==> config.mk <==
export PLATFORM = sky130hd
export DESIGN_NAME = rtc_ctl_reg
export DESIGN_NICKNAME = d
export VERILOG_FILES = /design/src/rtl/rtc_ctl_pkg.sv /design/src/rtl/rtc_ctl_flag.sv /design/src/rtl/rtc_ctl_sec_presc.sv /design/src/rtl/rtc_ctl_reg.sv
export SDC_FILE = /design/constraint.sdc
export NUM_CORES = 1
export LEC_CHECK = 0
export CORE_ASPECT_RATIO = 2
export CORE_MARGIN = 8
export CORE_UTILIZATION = 39
export DETAILED_ROUTE_END_ITERATION = 8
export PLACE_DENSITY_LB_ADDON = 0.1
export SETUP_SLACK_MARGIN = 0.5
export SKIP_LAST_GASP = 1
export SLEW_MARGIN = 20
export SYNTH_ARGS = -nofsm -noshare
export SYNTH_HDL_FRONTEND = slang
export SYNTH_SLANG_ARGS = --single-unit
==> constraint.sdc <==
create_clock -name clk_i -period 2.8 [get_ports clk_i]
set_input_delay 0.42 -clock clk_i [delete_from_list [all_inputs] [get_ports clk_i]]
set_output_delay 0.42 -clock clk_i [all_outputs]
set_load 0.03 [all_outputs]
==> src/rtl/rtc_ctl_pkg.sv <==
`timescale 1ns/1ps
package rtc_ctl_pkg;

  localparam int REG_W = 32;

  // Bit positions of the control word (software decodes these)
  localparam int B_SWRST     = 0;
  localparam int B_ALARM     = 2;
  localparam int B_WAKE      = 3;
  localparam int B_ALARM_DPD = 4;
  localparam int B_WAKE_DPD  = 5;
  localparam int B_KHZ       = 6;
  localparam int B_MASTER    = 7;
  localparam int B_OSC_PD    = 8;
  localparam int B_OSC_BYP   = 9;
  localparam int B_SUBSEC    = 10;

  localparam int N_FLAGS = 2;
  localparam int FLAG_ALARM = 0;
  localparam int FLAG_WAKE  = 1;

  localparam logic [REG_W-1:0] RESET_WORD = REG_W'(1);

  typedef struct packed {
    logic osc_byp;
    logic osc_pd;
    logic master;
    logic khz;
    logic wake_dpd;
    logic alarm_dpd;
  } cfg_t;

endpackage

==> src/rtl/rtc_ctl_flag.sv <==
`timescale 1ns/1ps
// Sticky event flag: the event has priority over the clear, and hold forces the flag to 0
module rtc_ctl_flag (
  input  logic clk_i,
  input  logic rst_ni,
  input  logic hold_i,
  input  logic set_i,
  input  logic clr_i,
  output logic flag_o
);

  logic flag_q, flag_d, flag_en;

  always_comb begin
    if (hold_i)      flag_d = 1'b0;
    else if (set_i)  flag_d = 1'b1;
    else if (clr_i)  flag_d = 1'b0;
    else             flag_d = flag_q;
  end

  assign flag_en = hold_i | set_i | clr_i;

  always_ff @(posedge clk_i or negedge rst_ni) begin
    if (!rst_ni)      flag_q <= 1'b0;
    else if (flag_en) flag_q <= flag_d;
  end

  assign flag_o = flag_q;

endmodule

==> src/rtl/rtc_ctl_sec_presc.sv <==
`timescale 1ns/1ps
// Divides the reference tick down to the once-per-second pulse and arms the sub-second enable
module rtc_ctl_sec_presc #(
  parameter int SEC_TICKS = 1024
) (
  input  logic clk_i,
  input  logic rst_ni,
  input  logic run_i,
  input  logic tick_i,
  input  logic sub_arm_i,
  output logic sec_pulse_o,
  output logic sub_run_o
);

  localparam int CNT_W = (SEC_TICKS > 2) ? $clog2(SEC_TICKS) : 1;
  localparam logic [CNT_W-1:0] LAST = CNT_W'(SEC_TICKS - 1);

  logic [CNT_W-1:0] cnt_q, cnt_d;
  logic             cnt_en;
  logic             sub_q, sub_d, sub_en;
  logic             at_last;

  assign at_last     = (cnt_q == LAST);
  assign sec_pulse_o = run_i & tick_i & at_last;

  // The count restarts from zero whenever the master enable is low
  always_comb begin
    if (!run_i)       cnt_d = '0;
    else if (at_last) cnt_d = '0;
    else              cnt_d = cnt_q + 1'b1;
  end
  assign cnt_en = tick_i | ~run_i;

  always_ff @(posedge clk_i or negedge rst_ni) begin
    if (!rst_ni)     cnt_q <= '0;
    else if (cnt_en) cnt_q <= cnt_d;
  end

  always_comb begin
    if (!sub_arm_i)       sub_d = 1'b0;
    else if (sec_pulse_o) sub_d = 1'b1;
    else                  sub_d = sub_q;
  end
  assign sub_en = ~sub_arm_i | sec_pulse_o;

  always_ff @(posedge clk_i or negedge rst_ni) begin
    if (!rst_ni)     sub_q <= 1'b0;
    else if (sub_en) sub_q <= sub_d;
  end

  assign sub_run_o = sub_q;

endmodule

==> src/rtl/rtc_ctl_reg.sv <==
`timescale 1ns/1ps
module rtc_ctl_reg
  import rtc_ctl_pkg::*;
#(
  parameter int SEC_TICKS = 1024
) (
  input  logic        clk_i,
  input  logic        rst_ni,
  input  logic        wr_en_i,
  input  logic [31:0] wr_data_i,
  output logic [31:0] rd_data_o,
  input  logic        ref_tick_i,
  input  logic        alarm_evt_i,
  input  logic        wake_evt_i,
  output logic        alarm_irq_o,
  output logic        wake_irq_o,
  output logic        dpd_wake_o,
  output logic        sec_pulse_o,
  output logic        khz_en_o,
  output logic        subsec_en_o,
  output logic        osc_pd_o,
  output logic        osc_bypass_o
);

  // Self-reset bit
  logic swrst_q, swrst_d, swrst_en;
  logic enter_rst, cfg_we, hold;

  assign enter_rst = ~swrst_q & wr_en_i &  wr_data_i[B_SWRST];
  assign cfg_we    = ~swrst_q & wr_en_i & ~wr_data_i[B_SWRST];
  assign hold      = swrst_q | enter_rst;

  always_comb begin
    if (swrst_q) swrst_d = ~(wr_en_i & ~wr_data_i[B_SWRST]);
    else         swrst_d = enter_rst;
  end
  assign swrst_en = wr_en_i;

  always_ff @(posedge clk_i or negedge rst_ni) begin
    if (!rst_ni)       swrst_q <= 1'b1;
    else if (swrst_en) swrst_q <= swrst_d;
  end

  // Configuration bits
  cfg_t cfg_q, cfg_d, cfg_wr;
  logic cfg_en;

  always_comb begin
    cfg_wr.osc_byp   = wr_data_i[B_OSC_BYP];
    cfg_wr.osc_pd    = wr_data_i[B_OSC_PD];
    cfg_wr.master    = wr_data_i[B_MASTER];
    cfg_wr.khz       = wr_data_i[B_KHZ];
    cfg_wr.wake_dpd  = wr_data_i[B_WAKE_DPD];
    cfg_wr.alarm_dpd = wr_data_i[B_ALARM_DPD];
  end

  always_comb begin
    if (hold)        cfg_d = '0;
    else if (cfg_we) cfg_d = cfg_wr;
    else             cfg_d = cfg_q;
  end
  assign cfg_en = hold | cfg_we;

  always_ff @(posedge clk_i or negedge rst_ni) begin
    if (!rst_ni)     cfg_q <= '0;
    else if (cfg_en) cfg_q <= cfg_d;
  end

  // Sub-second enable: it can be set only on top of an existing master enable
  logic subsec_q, subsec_d, subsec_en;

  always_comb begin
    if (hold)        subsec_d = 1'b0;
    else if (cfg_we) subsec_d = wr_data_i[B_SUBSEC] & wr_data_i[B_MASTER] & cfg_q.master;
    else             subsec_d = subsec_q & cfg_q.master;
  end
  assign subsec_en = hold | cfg_we | ~cfg_q.master;

  always_ff @(posedge clk_i or negedge rst_ni) begin
    if (!rst_ni)        subsec_q <= 1'b0;
    else if (subsec_en) subsec_q <= subsec_d;
  end

  // Sticky event flags
  logic [N_FLAGS-1:0] flag_set, flag_clr, flag_val;
  localparam int FLAG_BIT [N_FLAGS] = '{B_ALARM, B_WAKE};

  assign flag_set[FLAG_ALARM] = alarm_evt_i;
  assign flag_set[FLAG_WAKE]  = wake_evt_i;

  for (genvar g = 0; g < N_FLAGS; g++) begin : g_flag
    assign flag_clr[g] = cfg_we & wr_data_i[FLAG_BIT[g]];
    rtc_ctl_flag u_flag (
      .clk_i  (clk_i),
      .rst_ni (rst_ni),
      .hold_i (hold),
      .set_i  (flag_set[g]),
      .clr_i  (flag_clr[g]),
      .flag_o (flag_val[g])
    );
  end

  // Second prescaler and sub-second arming
  rtc_ctl_sec_presc #(.SEC_TICKS(SEC_TICKS)) u_presc (
    .clk_i       (clk_i),
    .rst_ni      (rst_ni),
    .run_i       (cfg_q.master),
    .tick_i      (ref_tick_i),
    .sub_arm_i   (subsec_q),
    .sec_pulse_o (sec_pulse_o),
    .sub_run_o   (subsec_en_o)
  );

  // Read word
  always_comb begin
    rd_data_o              = '0;
    rd_data_o[B_SWRST]     = swrst_q;
    rd_data_o[B_ALARM]     = flag_val[FLAG_ALARM];
    rd_data_o[B_WAKE]      = flag_val[FLAG_WAKE];
    rd_data_o[B_ALARM_DPD] = cfg_q.alarm_dpd;
    rd_data_o[B_WAKE_DPD]  = cfg_q.wake_dpd;
    rd_data_o[B_KHZ]       = cfg_q.khz;
    rd_data_o[B_MASTER]    = cfg_q.master;
    rd_data_o[B_OSC_PD]    = cfg_q.osc_pd;
    rd_data_o[B_OSC_BYP]   = cfg_q.osc_byp;
    rd_data_o[B_SUBSEC]    = subsec_q;
  end

  // Request and enable outputs
  assign alarm_irq_o  = flag_val[FLAG_ALARM];
  assign wake_irq_o   = flag_val[FLAG_WAKE];
  assign dpd_wake_o   = (flag_val[FLAG_ALARM] & cfg_q.alarm_dpd) |
                        (flag_val[FLAG_WAKE]  & cfg_q.wake_dpd);
  assign khz_en_o     = cfg_q.khz & cfg_q.master;
  assign osc_pd_o     = cfg_q.osc_pd;
  assign osc_bypass_o = cfg_q.osc_byp;

  logic unused_wr;
  assign unused_wr = ^{wr_data_i[31:11], wr_data_i[1]};

endmodule

**Word level (Yosys, flattened, before mapping)**

Index checks and enable logic that the tools add are counted.

- Add/subtract/negate cells: 1
- Multiply operators: 0
- Div/mod/pow operators: 0
- $lt $le $gt $ge: 0
- Equality and inequality tests: 2
- Shift operators: 0
- Multiplexer cells: 15
- Bitwise operators: 29
- Reductions and logical operators: 7

Operators with widths:

| cell | count |
|---|---|
| 2-to-1 mux 10 bit | 2 |
| bitwise AND 1 bit | 14 |
| 2-to-1 mux 6 bit | 2 |
| 2-to-1 mux 1 bit | 11 |
| adder 10 x 1 -> 10 bit, second input constant | 1 |
| equality test 10 bit, second input constant | 1 |
| OR 1 bit | 10 |
| AND reduction 2 bit | 4 |
| nonzero test 3 bit | 2 |
| NOT 1 bit | 5 |
| inequality test 2 x 1 -> 1 bit, second input constant | 1 |
| nonzero test 2 bit | 1 |

- Register bits: 21
- Latch bits: 0
- RAM bits: 0
- ROM bits: 0
- Bits of input ports: 38
- Output and inout bits: 40
- Memories: 0

**Depth between registers and ports, before layout**

- Depth in word-level cells: 7
- Depth in mapped cells: 5

**Hierarchy**

Synthesis repeated with hierarchy kept, for this count alone.

- Cell total of the unflattened synthesis: 137
- Area, all modules: 1,381.3 um^2

Modules (own cells, without submodules):

| module | instances | cells an instance | area an instance (um^2) | sequential area each (um^2) |
|---|---|---|---|---|
| rtc_ctl_reg | 1 | 69 | 685.7 | 201.4 |
| rtc_ctl_sec_presc | 1 | 60 | 608.1 | 275.3 |
| rtc_ctl_flag | 2 | 4 | 43.8 | 25.0 |

**Least setup slack after synthesis**

OpenSTA, ideal clock, no wires.

- Kind: register to output
- Start point: register u_presc.cnt_q[0]
- End point: output port sec_pulse_o
- Arrival time: 1.305 ns
- Required time: 2.380 ns
- Setup slack: 1.075 ns
- Cell stages (with the launch flop): 5
- Path through: dfrtp_1 > ha_1 > and4_1 > nand4_1 > nor2_1

- Word-level cells in the longest chain between the ends: 2

Ends and longest elaborated chain:

| item | RTL line | text |
|---|---|---|
| from (decl) | rtc_ctl_sec_presc.sv:18 | `logic [CNT_W-1:0] cnt_q, cnt_d;` |
| from (signal assigned) | rtc_ctl_sec_presc.sv:36 | `else if (cnt_en) cnt_q <= cnt_d;` |
| equality test 10 bit | rtc_ctl_sec_presc.sv:23 | `assign at_last = (cnt_q == LAST);` |
| bitwise AND 1 bit | rtc_ctl_sec_presc.sv:24 | `assign sec_pulse_o = run_i & tick_i & at_last;` |
| to (decl) | rtc_ctl_reg.sv:18 | `output logic sec_pulse_o,` |

Every way passes these cells.

**Final worst setup path**

- Start point: input port ref_tick_i
- End point: output port sec_pulse_o

- Word-level cells in the longest chain between the ends: 2

Ends and longest elaborated chain:

| item | RTL line | text |
|---|---|---|
| from (decl) | rtc_ctl_reg.sv:12 | `input logic ref_tick_i,` |
| bitwise AND 1 bit (2 in series) | rtc_ctl_sec_presc.sv:24 |  |

Every way passes these cells.

==> results.txt <==
Run status = completed
Maximum clock insertion buffer count = 2
P per Cell Area = 439 mW/mm^2
CP Max Fanout = 4
Post-synthesis adder-cell area fraction = 1.01%
Total routed wirelength = 2.84 mm
Clk_skew = 0.00329 ns
# H-tree levels = 1
Yosys reg bits = 21
Worst path max stage delay = 0.47 ns
Largest net degree at the start of global routing = 22
Critical Path RT = 2.38 ns
Post-layout util = 48.8%
Area share of the largest cell type after synthesis = 40.2%
CTS tree = done
Share of layout cells above drive strength 1 = 8.75%
# IOs = 78
DR vias = 958
Synth Instances = 132
Starting Density = 39.9%
WP buf/inv = 2
Filler cell count = 303
First-pass GRT wire length = 4.66 mm
Setup-failing EPs final = 0
Synth area leaders = dfrtp_1 (40%), buf_4 (18%), nor2b_1 (4.5%), nor2_1 (3.9%), a21oi_1 (2.4%)
Pre-antenna DRT Iters = 4
CTS root buffer = clkbuf_8
Setup TNS = 0 ns
Sequential-to-total area share from yosys stat = 42.3%
Achievable clock frequency = 448 MHz
Final net count = 200
Port Buf Inserts = 33
Antenna Cells = 0
CP max-delay cell = clkdlybuf4s50_1
Vias in the first global route = 970
Most common cell after layout, fill and taps aside = clkdlybuf4s50_1
GP Congestion = 0.790
Total CTS buffers = 3
Tcrit/Tclk final = 79.8%
Tot Pwr = 668 uW
Worst Setup Start Kind = input pin
Pleak = 0.679 nW
Yosys warnings = 0
Die Ht = 95.9 um
Via density = 5.02
Max_cap viols = 0
Mux cell area share after synthesis = 2.61%
CTS clk-pin slew, worst paths = 0.07 ns
WS Path Type = input pin to primary output
Initial antenna violation count = 0
GR Overflow Total = 0
Syn_area_per_cell = 9.43 um^2
RSZ-0062 raised after global routing = no
Post-DP HPWL = 2.26 mm
Setup bufs post-CTS = 0
Largest family of logic cells by synthesized area = simple AND/OR/NAND/NOR gates
Unique masters post-synth = 34
Total Routing Usage GR = 10.3%
Fin worst setup slack = 0.566 ns
Worst-case setup slack after placement = 0.188 ns
Most frequent cells in the layout = clkdlybuf4s50_1 (32), conb_1 (22), dfrtp_1 (20)
Row count = 29
Hold Vio Cnt, Final = 0
Sequential Area = 527 um^2
Final worst path period need = 2.23 ns
Post-synth top area cell = dfrtp_1
Crit-path cells = clkdlybuf4s50_1 -> and4_1 -> nand4_1 -> nor2_1 -> clkdlybuf4s15_2
Die ar. = 0.00537 mm^2
Syn-to-layout area delta = 22.2%
Hold Crit Class = input pin to async pin
Final Slew Violations = 0
Crit end category = primary output
Arrival time at the worst endpoint = 1.81 ns
DIE WIDTH = 56.0 um
CORE AREA = 0.00312 mm^2
Xor and xnor area share after synthesis = 2.81%
Compound-gate portion of the synthesized area = 11.5%
Later-pin clock latency in the skew report = 0.26 ns
Cell area after synthesis = 0.00124 mm^2
CP top delay family = buffers and inverters
Antenna violation net count after detailed routing = 0
Drc violations = 0
Largest vdd supply drop = 0.310 mV
Average wire per standard cell = 14.9 um
Multi-input gate area in the final layout = 561 um^2
Clk sink count = 21
Synth Area in Simple Gates = 20.5%
DRT iter0 DRCs = 15
[stage by stage]
| stage | hold WS (ns) | std cells | area [um^2] |
|---|---|---|---|
| 6_report | 0.496 | 191 | 1520 |
| 5_1_grt | 0.508 | 191 | 1520 |
| 4_1_cts | 0.500 | 191 | 1520 |
| 3_5_place_dp | 0.483 | 187 | 1480 |
| 3_3_place_gp | 0.474 | 187 | 1480 |
| 2_1_floorplan | 0.124 | 153 | 1320 |
[power by group]
part | internal [mW] | total, mW | switching (mW) | leakage (nW)
registers | 0.313 | 0.324 | 0.0110 | 0.286
clock network | 0.101 | 0.195 | 0.0936 | 0.0228
logic | 0.0527 | 0.149 | 0.0960 | 0.371
[synthesized netlist by cell type]
library cell	instances
a211oi_1	1
a21o_1	2
a21oi_1	6
a22o_1	2
a311oi_1	1
a31oi_1	1
a31oi_2	1
and2_1	1
and3_2	2
and4_1	1
and4_4	2
buf_1	2
buf_4	30
conb_1	1
dfrtp_1	20
dfstp_2	1
ha_1	1
inv_1	1
mux2_2	2
mux2i_1	1
nand2_1	7
nand3_1	6
nand3b_1	1
nand4_1	2
nor2_1	13
nor2b_1	9
nor3_1	3
o21a_1	2
o21ai_0	3
o21ai_1	1
o32a_1	1
or3_1	1
xnor2_1	1
xor2_1	3
[flip-flops by register name, summed over array words and instances (netlist names), named ones only]
signal and count:
rd_data_o 4, u_presc.cnt_q 10, g_flag.u_flag.flag_o 2, osc_pd_o 1, osc_bypass_o 1, subsec_q 1
u_presc.sub_run_o 1
[worst register-to-register path, stage by stage (launching register included)]
cell and delay [ns]:
dfrtp_1 0.38, ha_1 0.20, and4_4 0.24, a31oi_2 0.14, a21o_1 0.19, a21o_1 0.17
[layer usage]
| metal | track usage [%] | vias to the layer above | wire (um) |
|---|---|---|---|
| met4 | 4.23 | 0 | 23 |
| met1 | 10.7 | 459 | 1090 |
| met2 | 18.9 | 36 | 1530 |
| met3 | 3.17 | 4 | 191 |
| met5 | 0 | - | 0 |
| li1 | - | 459 | - |
[what timing repair did]
item	CTS	global route
hold buffers	0	0
gates resized for setup	3	0
endpoints found under the hold margin	0	0
setup endpoints to repair	1	0
[path summary, 6_finish.rpt]
| check | slack (ns) | end | cells past startpoint | start |
|---|---|---|---|---|
| hold reg to reg | 0.50 | u_presc.sub_run_o$_DFFE_PN0P_ | 1 | u_presc.sub_run_o$_DFFE_PN0P_ |
| min in group clk_i | 0.50 | u_presc.sub_run_o$_DFFE_PN0P_ | 1 | u_presc.sub_run_o$_DFFE_PN0P_ |
| setup reg to reg | 1.38 | u_presc.cnt_q[5]$_DFFE_PN0P_ | 5 | u_presc.cnt_q[0]$_DFFE_PN0P_ |
| hold / removal | 0.50 | osc_pd_o$_DFFE_PN0P_ | 2 | rst_ni |
| setup / recovery | 0.57 | sec_pulse_o | 5 | ref_tick_i |
| max in group asynchronous | 2.03 | async pin | 2 | rst_ni |
[final cells by class]
| class | instances | area share (%) |
|---|---|---|
| well taps | 31 | 2.55 |
| clock buffers | 4 | 2.96 |
| repair buffers | 35 | 22.8 |
| multi-input cells | 99 | 36.8 |
| inverters | 1 | 0.247 |
| flip-flops and latches | 21 | 34.6 |
[kinds of logic after synthesis]
logic type / count (synthesis)
AND/OR/NAND/NOR: 48
buffers and inverters: 33
AO/OA/AOI/OAI: 21
flip-flops: 21
XOR/XNOR: 4
multiplexers: 3
adder cells (fa/ha/maj): 1
other: 1
No activity file was read; power rests on OpenSTA's default activity.
